===== src/rtl/shreg_pkg.sv =====
package shreg_pkg;

    typedef enum logic [1:0] {
        OP_HOLD = 2'b00,
        OP_LOAD = 2'b01,
        OP_SHR  = 2'b10,
        OP_SHL  = 2'b11
    } shreg_op_e;

    typedef enum logic {
        PH_LOW  = 1'b0,
        PH_HIGH = 1'b1
    } tick_phase_e;

endpackage


===== src/rtl/shreg_phase_fsm.sv =====
module shreg_phase_fsm
    import shreg_pkg::*;
#(
    parameter bit LEVEL_MODE = 1'b0
) (
    input  logic clk,
    input  logic rst_n,
    input  logic tick,
    output logic fire
);

    tick_phase_e phase_q;
    tick_phase_e phase_d;

    // state register
    always_ff @(posedge clk) begin
        if (!rst_n) begin
            phase_q <= PH_LOW;
        end else begin
            phase_q <= phase_d;
        end
    end

    // transitions: rise, fall, stay
    always_comb begin
        phase_d = phase_q;
        unique case (phase_q)
            PH_LOW:  if (tick)  phase_d = PH_HIGH;
            PH_HIGH: if (!tick) phase_d = PH_LOW;
            default: phase_d = PH_LOW;
        endcase
    end

    // outputs
    always_comb begin
        fire = 1'b0;
        unique case (phase_q)
            PH_LOW:  fire = tick;
            PH_HIGH: fire = tick && LEVEL_MODE;
            default: fire = 1'b0;
        endcase
    end

    generate
        if (!LEVEL_MODE) begin : g_edge_chk
            AST_EDGE_SINGLE_FIRE: assert property (@(posedge clk) disable iff (!rst_n)
                fire |=> !fire);
        end
    endgenerate

endmodule


===== src/rtl/shreg_op_calc.sv =====
module shreg_op_calc
    import shreg_pkg::*;
#(
    parameter int SLICE_W = 4
) (
    input  shreg_op_e          op,
    input  logic [SLICE_W-1:0] cur,
    input  logic [SLICE_W-1:0] load_val,
    input  logic               fill_msb,
    input  logic               fill_lsb,
    output logic [SLICE_W-1:0] nxt
);

    always_comb begin
        nxt = cur;
        unique case (op)
            OP_HOLD: nxt = cur;
            OP_LOAD: nxt = load_val;
            OP_SHR:  nxt = {fill_msb, cur[SLICE_W-1:1]};
            OP_SHL:  nxt = {cur[SLICE_W-2:0], fill_lsb};
            default: nxt = cur;
        endcase
    end

endmodule


===== src/rtl/shreg_slice.sv =====
module shreg_slice
    import shreg_pkg::*;
#(
    parameter int SLICE_W = 4
) (
    input  logic               clk,
    input  logic               rst_n,
    input  logic               apply,
    input  shreg_op_e          op,
    input  logic               fill_msb,
    input  logic               fill_lsb,
    input  logic [SLICE_W-1:0] load_val,
    output logic [SLICE_W-1:0] q
);

    logic [SLICE_W-1:0] nxt;

    shreg_op_calc #(.SLICE_W(SLICE_W)) u_calc (
        .op       (op),
        .cur      (q),
        .load_val (load_val),
        .fill_msb (fill_msb),
        .fill_lsb (fill_lsb),
        .nxt      (nxt)
    );

    always_ff @(posedge clk) begin
        if (!rst_n) begin
            q <= '0;
        end else if (apply) begin
            q <= nxt;
        end
    end

endmodule


===== src/rtl/shreg_universal.sv =====
module shreg_universal
    import shreg_pkg::*;
#(
    parameter int SLICE_W    = 4,
    parameter int NUM_SLICES = 1,
    parameter bit LEVEL_MODE = 1'b0,
    localparam int WIDTH     = SLICE_W * NUM_SLICES
) (
    input  logic             clk,
    input  logic             rst_n,
    input  logic             tick,
    input  logic             en,
    input  logic [1:0]       mode,
    input  logic             ser_r,
    input  logic             ser_l,
    input  logic [WIDTH-1:0] d,
    output logic [WIDTH-1:0] q
);

    shreg_op_e        op;
    logic             fire;
    logic             apply;
    logic [WIDTH-1:0] q_int;

    assign op    = shreg_op_e'(mode);
    assign apply = fire && en;
    assign q     = q_int;

    shreg_phase_fsm #(.LEVEL_MODE(LEVEL_MODE)) u_phase (
        .clk   (clk),
        .rst_n (rst_n),
        .tick  (tick),
        .fire  (fire)
    );

    generate
        for (genvar s = 0; s < NUM_SLICES; s++) begin : g_slice
            logic msb_in;
            logic lsb_in;
            if (s == NUM_SLICES - 1) begin : g_top
                assign msb_in = ser_r;
            end else begin : g_mid_r
                assign msb_in = q_int[(s + 1) * SLICE_W];
            end
            if (s == 0) begin : g_bot
                assign lsb_in = ser_l;
            end else begin : g_mid_l
                assign lsb_in = q_int[s * SLICE_W - 1];
            end
            shreg_slice #(.SLICE_W(SLICE_W)) u_slice (
                .clk      (clk),
                .rst_n    (rst_n),
                .apply    (apply),
                .op       (op),
                .fill_msb (msb_in),
                .fill_lsb (lsb_in),
                .load_val (d[s * SLICE_W +: SLICE_W]),
                .q        (q_int[s * SLICE_W +: SLICE_W])
            );
        end
    endgenerate

    AST_SYNC_CLEAR: assert property (@(posedge clk)
        !rst_n |=> q == '0);
    AST_LOAD_TAKES_D: assert property (@(posedge clk) disable iff (!rst_n)
        (fire && en && op == OP_LOAD) |=> q == $past(d));
    AST_HOLD_STABLE: assert property (@(posedge clk) disable iff (!rst_n)
        (op == OP_HOLD) |=> $stable(q));
    AST_SHR_FILL: assert property (@(posedge clk) disable iff (!rst_n)
        (fire && en && op == OP_SHR) |=> q == {$past(ser_r), $past(q[WIDTH-1:1])});
    AST_SHL_FILL: assert property (@(posedge clk) disable iff (!rst_n)
        (fire && en && op == OP_SHL) |=> q == {$past(q[WIDTH-2:0]), $past(ser_l)});
    AST_ENABLE_OFF: assert property (@(posedge clk) disable iff (!rst_n)
        !en |=> $stable(q));
    AST_TICK_LOW: assert property (@(posedge clk) disable iff (!rst_n)
        !tick |=> $stable(q));

    generate
        if (LEVEL_MODE) begin : g_level_chk
            AST_LEVEL_REPEAT: assert property (@(posedge clk) disable iff (!rst_n)
                (tick && en && op == OP_SHL) |=> q == {$past(q[WIDTH-2:0]), $past(ser_l)});
        end
    endgenerate

endmodule


===== config.mk =====
export PLATFORM = sky130hd
export DESIGN_NAME = shreg_universal
export DESIGN_NICKNAME = d
export VERILOG_FILES = /design/src/rtl/shreg_pkg.sv /design/src/rtl/shreg_phase_fsm.sv /design/src/rtl/shreg_op_calc.sv /design/src/rtl/shreg_slice.sv /design/src/rtl/shreg_universal.sv
export SDC_FILE = /design/constraint.sdc
export NUM_CORES = 1
export LEC_CHECK = 0
export BUFFER_PORTS_ARGS = -buffer_cell sky130_fd_sc_hd__buf_2
export CORE_AREA = 2 2 39 41
export DETAILED_ROUTE_END_ITERATION = 7
export DIE_AREA = 0 0 41 43
export PLACE_DENSITY = 0.43
export SLEW_MARGIN = 40
export SYNTH_ARGS = -nofsm -noshare
export SYNTH_HDL_FRONTEND = slang
export SYNTH_SLANG_ARGS = --single-unit

===== constraint.sdc =====
create_clock -name clk -period 1.2 [get_ports clk]
set_input_delay 0.06 -clock clk [delete_from_list [all_inputs] [get_ports clk]]
set_output_delay 0.06 -clock clk [all_outputs]
set_load 0.005 [all_outputs]

==> metrics.txt <==
# TYPE chip_impl_metric gauge
chip_impl_metric{name="grt_antenna_before_repair",unit=""} 0
chip_impl_metric{name="synth.ff_latch_count",unit=""} 5
chip_impl_metric{name="drv.max_cap_violation_count",unit=""} 0
chip_impl_metric{name="num-nets-final",unit=""} 60
chip_impl_metric{name="drt_iter0_drc",unit=""} 2
chip_impl_metric{name="ant_nets",unit=""} 0
chip_impl_metric{name="top_level_ports",unit=""} 16
chip_impl_info{name="synth_area_leaders",value="dfxtp_1, a21boi_2, mux2i_1"} 1
chip_impl_info{name="hp-class",value="input port to register"} 1
chip_impl_metric{name="utilization",unit="%"} 28.84
chip_impl_metric{name="die_y",unit="microns"} 43
chip_impl_metric{name="yosysTopAreaCellShare",unit="%"} 34.04
chip_impl_metric{name="final.min_clock_period",unit="ns"} 1.033
chip_impl_info{name="largest_area_contributor_in_the_synthesized_netlist",value="dfxtp_1"} 1
chip_impl_metric{name="grt_pass1_wl",unit="microns"} 952
chip_impl_metric{name="leakagePower",unit="nW"} 0.1767
chip_impl_info{name="crit_path_top_delay_cell",value="a211o_1"} 1
chip_impl_metric{name="coreArea",unit="sq um"} 1384
chip_impl_metric{name="worst_hold_path.num_cells",unit=""} 2
chip_impl_metric{name="synth_nets",unit=""} 42
chip_impl_metric{name="synth_cells",unit=""} 30
chip_impl_metric{name="worstSkewPairLatency",unit="ns"} 0.24
chip_impl_metric{name="critPathMaxStageDelay",unit="ns"} 0.30
chip_impl_metric{name="dr_total_vias",unit=""} 287
chip_impl_metric{name="drc",unit=""} 0
chip_impl_info{name="run_status",value="complete, no violations"} 1
chip_impl_metric{name="wirelength",unit="microns"} 644
chip_impl_metric{name="regToRegSetupSlack",unit="ns"} 0.17
chip_impl_metric{name="final-max-slew-violation-count",unit=""} 0
chip_impl_metric{name="cts_htree_levels",unit=""} 1
chip_impl_metric{name="post_synth_instance_area",unit="sq um"} 294.0
chip_impl_metric{name="finalPower",unit="W"} 0.0004375
chip_impl_metric{name="clk_path_buf_depth",unit=""} 2
chip_impl_metric{name="synth_cell_types",unit=""} 11
chip_impl_metric{name="route.detailed.wl_per_inst",unit="microns"} 10.22
chip_impl_info{name="tritoncts_clock_tree",value="yes"} 1
chip_impl_info{name="mostFrequentLayoutCells",value="buf_2, dfxtp_1"} 1
chip_impl_metric{name="fin_setup_tns",unit="ns"} 0
chip_impl_metric{name="cp.required",unit="ns"} 1.37
chip_impl_info{name="regToRegEndpoint",value="g_slice[0].u_slice.q[2]"} 1
chip_impl_info{name="crit_path_start_kind",value="register"} 1
chip_impl_metric{name="starting_density_of_the_core",unit="%"} 21.25
chip_impl_metric{name="global_route.usage.total",unit="%"} 8.534
chip_impl_info{name="r2r_start",value="u_phase.phase_q"} 1
chip_impl_metric{name="sequential_to_total_area_share_from_yosys_stat",unit="%"} 34.04
chip_impl_metric{name="fin_skew",unit="ns"} 0.004518
chip_impl_metric{name="post_cts_hold_buffer_count",unit=""} 0
chip_impl_metric{name="vias_per_cell",unit=""} 4.556
chip_impl_info{name="hold_path.startpoint",value="tick"} 1
chip_impl_metric{name="worstMarginPinSlew",unit="ns"} 0.2596
chip_impl_metric{name="largest_net_degree_at_the_start_of_global_routing",unit=""} 10
chip_impl_metric{name="fp.dieArea",unit="sq um"} 1763
chip_impl_metric{name="gr-total-overflow",unit=""} 0
chip_impl_metric{name="post_cts_setup_inserts",unit=""} 0
chip_impl_metric{name="placement_rows",unit=""} 14
chip_impl_info{name="path_cells",value="nand3b_1 > a211o_1 > a21boi_2"} 1
chip_impl_info{name="timing.critical_path.to_type",value="register"} 1
chip_impl_metric{name="r2r.worst_path.cells",unit=""} 3
chip_impl_metric{name="clkSinkCount",unit=""} 5
chip_impl_metric{name="peakVddDrop",unit="uV"} 362.1
chip_impl_metric{name="dieWidth",unit="microns"} 41
chip_impl_metric{name="critical_path.max_fanout",unit=""} 8
chip_impl_metric{name="io_buffers",unit=""} 15
chip_impl_metric{name="tritoncts.num_buffers",unit=""} 3
chip_impl_metric{name="cts-resized-gates",unit=""} 0
chip_impl_metric{name="n_antenna_cell",unit=""} 0
chip_impl_info{name="worstHoldEndpoint",value="u_phase.phase_q"} 1
chip_impl_metric{name="maxSlewHeadroom",unit="%"} 82.64
chip_impl_metric{name="power.density_cell_area",unit="nW/um^2"} 1096
chip_impl_metric{name="setup_viol",unit=""} 0
chip_impl_info{name="clockRootBuffer",value="clkbuf_4"} 1
chip_impl_info{name="crit_type",value="register to register"} 1
chip_impl_metric{name="first_global_vias",unit=""} 249
chip_impl_metric{name="fin_crit_sh",unit="%"} 86.05
chip_impl_metric{name="synth.avg_cell_area",unit="sq um"} 9.801
chip_impl_info{name="grt_setup_unrepaired",value="false"} 1
chip_impl_metric{name="fmaxAchievable",unit="MHz"} 968.4
chip_impl_info{name="most_common_cell_after_layout_fill_and_taps_aside",value="buf_2"} 1
chip_impl_metric{name="hold_viol",unit=""} 0
chip_impl_metric{name="clkSlewWorstSetupHoldPaths",unit="ns"} 0.04
chip_impl_metric{name="initial_drt_pass_iterations",unit=""} 2
chip_impl_metric{name="synthesis.yosys.warnings",unit=""} 0
chip_impl_metric{name="post_route_cells_drive_above_1_share",unit="%"} 46.81
chip_impl_metric{name="finalWeightedCongestion",unit=""} 0.6255
chip_impl_metric{name="critical_path_arrival",unit="ns"} 1.21
chip_impl_metric{name="flow.area_growth_from_synthesis",unit="%"} 35.74
==> state kept, by name, summed over array words and instances (netlist names) <==
| register | count |
|---|---|
| u_phase.phase_q | 1 |
| g_slice.u_slice.q | 4 |
==> final cells by class <==
| type | count | area, sq um |
|---|---|---|
| fillers | 164 | 984.7 |
| multi-input cells | 23 | 177.7 |
| flip-flops and latches | 5 | 100.1 |
| repair buffers | 15 | 75.07 |
| clock buffers | 4 | 26.28 |
| well taps | 16 | 20.02 |
==> routing by layer <==
layer  share of wire, %  global-route usage (%)  vias up
met5                  0                       0        -
met4                  0                   10.00        0
met3                9.0                   3.141        0
met2                 46                   11.25       10
met1                 44                   9.003      127
li1                   -                       -      150
==> cells in the mapped netlist <==
cell	count
dfxtp_1	5
a211o_1	4
a21boi_2	4
a21oi_1	4
mux2i_1	4
o21ai_0	4
and2_1	1
buf_6	1
clkbuf_2	1
nand3b_1	1
nor2_1	1
==> logic make-up (layout without fill, tap and decap cells) <==
logic type | count (synthesis) | count (layout) | synth area share [%]
compound gates | 16 | 16 | 40.85
buf+inv | 2 | 19 | 5.530
flops | 5 | 5 | 34.04
mux | 4 | 4 | 13.62
simple gates | 3 | 3 | 5.959
==> worst max-delay path by stage <==
stage / endpoint / startpoint / cells past startpoint / slack (ns)
floorplan: g_slice[0].u_slice.q[2] / u_phase.phase_q / 3 / 0.27
global placement: g_slice[0].u_slice.q[1] / u_phase.phase_q / 3 / 0.17
detailed placement: g_slice[0].u_slice.q[0] / u_phase.phase_q / 3 / 0.17
CTS: g_slice[0].u_slice.q[2] / u_phase.phase_q / 3 / 0.16
global route: g_slice[0].u_slice.q[1] / u_phase.phase_q / 3 / 0.06
finish: g_slice[0].u_slice.q[2] / u_phase.phase_q / 3 / 0.17
==> stage by stage <==
| stage | hold WS (ns) | instance area (sq um) | setup slack (ns) | cells |
|---|---|---|---|---|
| 6_report | 0.03215 | 399.1 | 0.1674 | 63 |
| 5_1_grt | 0.02371 | 399.1 | 0.06271 | 63 |
| 3_5_place_dp | 0.2829 | 372.9 | 0.1711 | 59 |
| 2_1_floorplan | 0.1817 | 294.0 | 0.2651 | 30 |
| 4_1_cts | 0.02464 | 399.1 | 0.1583 | 63 |
| 3_3_place_gp | 0.2786 | 372.9 | 0.1720 | 59 |
==> where the power goes <==
group          internal [W]  switching [W]
logic             0.0000351      0.0000304
registers          0.000174     0.00000485
clock network      0.000126      0.0000675
total              0.000335       0.000103
==> worst max-delay path: cells and delay by family (launching register included) <==
family           cells  cell delay, ns
flip-flops           1            0.29
AND/OR/NAND/NOR      1            0.27
AO/OA/AOI/OAI        2            0.41
No activity file was read; power rests on OpenSTA's default activity.
